==> config.mk <==
export PLATFORM = sky130hd
export DESIGN_NAME = sqi_capture
export DESIGN_NICKNAME = d
export VERILOG_FILES = /design/src/rtl/sqi_pkg.sv /design/src/rtl/sqi_ctrl.sv /design/src/rtl/sqi_datapath.sv /design/src/rtl/sqi_capture.sv
export SDC_FILE = /design/constraint.sdc
export NUM_CORES = 1
export LEC_CHECK = 0
export CORE_MARGIN = 5
export CORE_UTILIZATION = 50
export DETAILED_ROUTE_END_ITERATION = 12
export PLACE_DENSITY = 0.79
export REMOVE_ABC_BUFFERS = 1
export SKIP_CTS_REPAIR_TIMING = 1
export SYNTH_ARGS = -nofsm -noshare
export SYNTH_HDL_FRONTEND = slang
export SYNTH_HIERARCHICAL = 1
export SYNTH_SLANG_ARGS = --single-unit
==> constraint.sdc <==
create_clock -name clk -period 11.35 [get_ports clk]
set_input_delay 2.27 -clock clk [delete_from_list [all_inputs] [get_ports clk]]
set_output_delay 2.27 -clock clk [all_outputs]
set_load 0.05 [all_outputs]
==> src/rtl/sqi_pkg.sv <==
package sqi_pkg;
  localparam int NUM_CH = 4;
  localparam int MSE_W  = 16;
  localparam int IDX_W  = 3;
  localparam int ADDR_W = 4;
  localparam int DATA_W = 16;
  localparam int CH_W   = $clog2(NUM_CH);
  localparam int NUM_TH = (1 << IDX_W) - 1;
  localparam int TH_SEL_W = $clog2(NUM_TH);
  localparam int CFG_ADDR = 0;
  localparam int STAT_ADDR = 1;
  localparam int TH_BASE = 2;
  localparam int CAP_BIT = CH_W + 1;
  localparam int NR_BIT  = 8;
  localparam int WORST_LSB = 4;

  typedef struct packed {
    logic                enable;
    logic                capture;
    logic [CH_W-1:0]     chan;
    logic                statusRead;
    logic                thrWrite;
    logic [TH_SEL_W-1:0] thrSel;
    logic [MSE_W-1:0]    wrData;
  } sqi_strobe_t;

  function automatic logic [MSE_W-1:0] defaultThr(input int k);
    return MSE_W'((k + 1) << (MSE_W - IDX_W));
  endfunction
endpackage

==> src/rtl/sqi_ctrl.sv <==
module sqi_ctrl
  import sqi_pkg::*;
(
  input  logic                    clk,
  input  logic                    rst,
  input  logic                    regWrEn,
  input  logic                    regRdEn,
  input  logic [ADDR_W-1:0]       regAddr,
  input  logic [DATA_W-1:0]       regWrData,
  input  logic [DATA_W-1:0]       statusWord,
  input  logic [NUM_TH*MSE_W-1:0] thrFlat,
  output logic [DATA_W-1:0]       regRdData,
  output sqi_strobe_t             strb
);
  localparam int TH_LAST = TH_BASE + NUM_TH - 1;

  logic            enReg;
  logic [CH_W-1:0] chanReg;
  logic            capReq;
  logic            cfgHit;
  logic            thrHit;
  logic [ADDR_W-1:0] thrOff;

  assign cfgHit = (regAddr == ADDR_W'(CFG_ADDR));
  assign thrHit = (regAddr >= ADDR_W'(TH_BASE)) && (regAddr <= ADDR_W'(TH_LAST));
  assign thrOff = regAddr - ADDR_W'(TH_BASE);

  always_ff @(posedge clk) begin
    if (rst) begin
      enReg   <= 1'b0;
      chanReg <= '0;
      capReq  <= 1'b0;
    end else begin
      capReq <= 1'b0;
      if (regWrEn && cfgHit) begin
        enReg   <= regWrData[0];
        chanReg <= regWrData[CH_W:1];
        capReq  <= regWrData[0] & regWrData[CAP_BIT];
      end
    end
  end

  always_comb begin
    strb.enable     = enReg;
    strb.capture    = capReq;
    strb.chan       = chanReg;
    strb.statusRead = regRdEn && (regAddr == ADDR_W'(STAT_ADDR));
    strb.thrWrite   = regWrEn && thrHit;
    strb.thrSel     = TH_SEL_W'(thrOff);
    strb.wrData     = regWrData[MSE_W-1:0];
  end

  always_comb begin
    regRdData = '0;
    if (cfgHit) begin
      regRdData[0]       = enReg;
      regRdData[CH_W:1]  = chanReg;
      regRdData[CAP_BIT] = capReq;
    end else if (regAddr == ADDR_W'(STAT_ADDR)) begin
      regRdData = statusWord;
    end else if (thrHit) begin
      regRdData = DATA_W'(thrFlat[thrOff*MSE_W +: MSE_W]);
    end
  end

  // capture command lasts one cycle only
  p_cap_selfclear_r4: assert property (@(posedge clk) disable iff (rst)
    capReq |=> !capReq);
  // a capture can only be pending while enabled
  p_cap_needs_en_r3: assert property (@(posedge clk) disable iff (rst)
    capReq |-> enReg);
endmodule

==> src/rtl/sqi_datapath.sv <==
module sqi_datapath
  import sqi_pkg::*;
(
  input  logic                    clk,
  input  logic                    rst,
  input  sqi_strobe_t             strb,
  input  logic [NUM_CH*MSE_W-1:0] mseIn,
  input  logic [NUM_CH-1:0]       mseValid,
  output logic [DATA_W-1:0]       statusWord,
  output logic [NUM_TH*MSE_W-1:0] thrFlat
);
  localparam logic [IDX_W-1:0] IDX_MAX = IDX_W'(NUM_TH);

  logic [MSE_W-1:0]  thr     [NUM_TH];
  logic [MSE_W-1:0]  mseHold [NUM_CH];
  logic [NUM_CH-1:0] seen;
  logic [NUM_TH-1:0] hit;
  logic [MSE_W-1:0]  selMse;
  logic [IDX_W-1:0]  hitCount;
  logic [IDX_W-1:0]  newIdx;
  logic              capGood;
  logic [IDX_W-1:0]  curIdx;
  logic [IDX_W-1:0]  worstIdx;
  logic              notReady;

  for (genvar k = 0; k < NUM_TH; k++) begin : g_thr
    always_ff @(posedge clk) begin
      if (rst)
        thr[k] <= defaultThr(k);
      else if (strb.thrWrite && strb.thrSel == TH_SEL_W'(k))
        thr[k] <= strb.wrData;
    end
    assign thrFlat[k*MSE_W +: MSE_W] = thr[k];
    assign hit[k] = (selMse >= thr[k]);
  end

  for (genvar c = 0; c < NUM_CH; c++) begin : g_ch
    always_ff @(posedge clk) begin
      if (rst) begin
        mseHold[c] <= '0;
        seen[c]    <= 1'b0;
      end else if (!strb.enable) begin
        seen[c] <= 1'b0;
      end else if (mseValid[c]) begin
        mseHold[c] <= mseIn[c*MSE_W +: MSE_W];
        seen[c]    <= 1'b1;
      end
    end
  end

  assign selMse = mseHold[strb.chan];

  always_comb begin
    hitCount = '0;
    for (int k = 0; k < NUM_TH; k++)
      hitCount = hitCount + IDX_W'(hit[k]);
  end

  assign newIdx  = IDX_MAX - hitCount;
  assign capGood = strb.enable && strb.capture && seen[strb.chan];

  always_ff @(posedge clk) begin
    if (rst || !strb.enable) begin
      curIdx   <= '0;
      worstIdx <= IDX_MAX;
      notReady <= 1'b1;
    end else begin
      if (capGood) begin
        curIdx   <= newIdx;
        notReady <= 1'b0;
      end else if (strb.capture) begin
        notReady <= 1'b1;
      end
      if (strb.statusRead)
        worstIdx <= capGood ? newIdx : IDX_MAX;
      else if (capGood && newIdx < worstIdx)
        worstIdx <= newIdx;
    end
  end

  always_comb begin
    statusWord = '0;
    if (strb.enable) begin
      statusWord[IDX_W-1:0]                 = curIdx;
      statusWord[WORST_LSB +: IDX_W]        = worstIdx;
      statusWord[NR_BIT]                    = notReady;
    end
  end

  // after a good capture without a read, worst cannot exceed current
  p_worst_bound_r7: assert property (@(posedge clk) disable iff (rst)
    (capGood && !strb.statusRead) |=> (worstIdx <= curIdx));
  // read without capture restarts the worst window at the top grade
  p_read_clear_r8: assert property (@(posedge clk) disable iff (rst)
    (strb.enable && strb.statusRead && !strb.capture) |=> (worstIdx == IDX_MAX));
  // capture of an unsampled pair raises not-ready
  p_not_ready_r9: assert property (@(posedge clk) disable iff (rst)
    (strb.enable && strb.capture && !seen[strb.chan]) |=> notReady);
  // disabled block holds cleared state
  p_disabled_hold_r3: assert property (@(posedge clk) disable iff (rst)
    !strb.enable |=> (curIdx == '0 && notReady && seen == '0));
endmodule

==> src/rtl/sqi_capture.sv <==
module sqi_capture
  import sqi_pkg::*;
(
  input  logic                    clk,
  input  logic                    rst,
  input  logic [NUM_CH*MSE_W-1:0] mseIn,
  input  logic [NUM_CH-1:0]       mseValid,
  input  logic                    regWrEn,
  input  logic                    regRdEn,
  input  logic [ADDR_W-1:0]       regAddr,
  input  logic [DATA_W-1:0]       regWrData,
  output logic [DATA_W-1:0]       regRdData
);
  sqi_strobe_t             strb;
  logic [DATA_W-1:0]       statusWord;
  logic [NUM_TH*MSE_W-1:0] thrFlat;

  sqi_ctrl u_ctrl (
    .clk(clk), .rst(rst), .regWrEn(regWrEn), .regRdEn(regRdEn),
    .regAddr(regAddr), .regWrData(regWrData), .statusWord(statusWord),
    .thrFlat(thrFlat), .regRdData(regRdData), .strb(strb)
  );

  sqi_datapath u_dp (
    .clk(clk), .rst(rst), .strb(strb), .mseIn(mseIn), .mseValid(mseValid),
    .statusWord(statusWord), .thrFlat(thrFlat)
  );
endmodule

==> results.txt <==
critical path's slowest cell: nor2b_1
Mapped Area: 12000 um^2
Multi-input gate area: 5570 um^2
status: complete, no violations
WP data required: 9.08 ns
share of cells above drive strength 1: 7.31%
RSZ-0062 raised after global routing: no
CP dominant cell by count: clkdlybuf4s50_1
Startpoint Class: primary input
CP Data Arrival Time: 5.80 ns
Core Rows: 56
Max VDD drop: 0.113 mV
top cells by area, synth: edfxtp_1 (44%), ha_1 (12%), and2_1 (5.7%)
worst-skew pair later-pin latency: 0.44 ns
Avg Vias per Cell: 5.80
CTS tree: yes
# IOs: 108
Leak: 0.00603 uW
Yosys top cell by area: edfxtp_1
hold_ws: 0.477 ns
Initial Util: 51.1%
crit path kind: in -> out
IO Port Bufs: 107
CTS Buffer Depth: 2
FMAX: 124 MHz
CP endpoint kind: output pin
vias in the first global route: 8854
ys async rst share: 0%
Synth top area share: 44.0%
initial antenna violation count: 0
largest net degree at the start of global routing: 65
Die Wd: 165 um
DPL Wire Length: 22100 um
Final ANT Viol Nets: 0
synth cell count leaders: edfxtp_1 (176), ha_1 (119), inv_1 (117), and2_1 (109), and3_1 (66)
Distinct cells, synth: 60
GPL Wtd Cong: 0.898
endpoints failing setup: 0
Worst Setup SP: regAddr[1]
Core Area: 23500 um^2
Clock Pin Slew Worst Setup and Hold Paths: 0.07 ns
Final #Nets: 1336
Synth Warn #: 6
Overflow after GRT: 0
Clock Sinks: 191
Critical R2R Launch: u_ctrl/chanReg[1]
Post-Synthesis Cells: 1052
HP Class: reg -> reg
crit-path max cell delay: 0.95 ns
Avg Inst Size Synth: 11.4 um^2
root buffer cell: clkbuf_16
synthesized flop and latch total: 191
Power Dens Cells: 126 nW/um^2
Final Hold Fails: 0
Num CTS Buffers: 17
worst-path maximum fanout: 24
sequential cell area: 5590 um^2
minimum clock period: 8.07 ns
Vias: 8438
die area: 27200 um^2
setup_tns: 0 ns
Ant. Diodes: 0
first-pass GRT wire length: 46000 um
top_reg_cell synth: edfxtp_1
Max-Slew Margin vs Limit: 18.3%
# H-tree levels: 4
fin crit share: 71.1%
Util after Layout: 58.4%
All-Layer GR Usage: 22.1%
DR iter-0 viols: 631
CP delay by family, top: buffers and inverters
CP Cell Sequence: clkdlybuf4s50_1, buf_4, inv_1, ha_1, nor2b_1, a221oi_1, a22o_1, clkdlybuf4s50_1
DR pass1 iterations: 5
HP Start: u_dp/seen[1]
count leader, synth: edfxtp_1
Filler cells: 1908
drt total wl: 28800 um
max_cap viols: 0
Die H: 165 um
Area Growth Syn to Fin: 14.4%
Avg WL per Cell: 19.8 um
clock skew: 0.0100 ns
Slew @ Worst Pin: 1.22 ns
DR DRC count: 0
WP buf/inv: 4
sequential share of the synthesized area: 46.5%
number of enable flip-flop cells after synthesis: 176
fin. max-slew vios: 0
sequential cells by signal (all words and copies together) (netlist names):
signal / cells
u_ctrl/enReg: 1
u_dp/seen: 4
u_dp/notReady: 1
u_ctrl/capReq: 1
u_dp/curIdx: 3
u_dp/mseHold: 64
u_dp/worstIdx: 3
u_dp/thr: 112
u_ctrl/chanReg: 2
kinds of logic (layout without fill, tap and decap cells):
kind of cell | Yosys count | in the layout | synth area share [%]
xor+xnor | 1 | 1 | 0.0729
flops | 191 | 191 | 46.5
simple gates | 326 | 326 | 15.7
mux | 69 | 69 | 8.09
other cells | 1 | 9 | 0.0312
compound gates | 151 | 151 | 9.29
fa+ha+maj | 122 | 122 | 12.9
buf+inv | 191 | 266 | 7.45
cell usage in the layout, fill, tap and decap left out, drive strengths merged, types with 15 or more instances in the layout:
cell,Yosys,final
edfxtp,176,176
inv,117,126
ha,119,119
and2,109,109
clkdlybuf4s50,0,106
and3,67,67
nor2,40,40
a21oi,38,38
mux2i,36,36
nand2,28,28
a221oi,26,26
clkbuf,25,21
nand2b,19,19
nand4,17,17
mux4,17,17
o21ai,16,16
a22o,16,16
mux2,16,16
dfxtp,15,15
worst paths after layout:
path                      endpoint  slack (ns)  cells past startpoint
hold / removal        u_dp/seen[1]        0.48                      2
hold reg to reg       u_dp/seen[1]        0.48                      2
setup / recovery      regRdData[4]        3.28                      8
setup reg to reg  u_dp/worstIdx[2]        4.95                     17
area by class of cell:
class / instances / share of cell area (%)
clock buffer: 21 / 3.67
clock inverter: 11 / 0.756
inverter: 117 / 3.19
multi-input combinational: 678 / 40.5
sequential: 191 / 40.6
tap: 319 / 2.90
timing repair buffer: 117 / 8.32
stage by stage:
stage	cells	area [um^2]	total power, uW	setup slack (ns)
2_1_floorplan	986	11600	1010	4.75
3_3_place_gp	1422	13100	1130	3.37
3_5_place_dp	1422	13100	1140	3.30
4_1_cts	1454	13700	1740	3.30
5_1_grt	1454	13700	1800	3.05
6_report	1454	13700	1730	3.28
routing by layer:
metal	share of wire [%]	wire, um	track usage [%]
met5	0	0	0
met4	2.5	722	7.45
met3	7.1	2060	4.32
met2	49	14100	37.4
met1	42	12000	28.4
where the power goes:
group          total (uW)  leakage, uW  internal (uW)  switching [uW]
Sequential            821      0.00186            803            18.2
Clock                 606     0.000301            329             276
Combinational         305      0.00387            128             178
Total                1730      0.00603           1260             472
tightest hold or removal path, stage by stage (launching register included):
cell	delay, ns
dfxtp_1	0.33
nor2_1	0.05
nor2_1	0.07
Power figures use the tool's default switching activity.
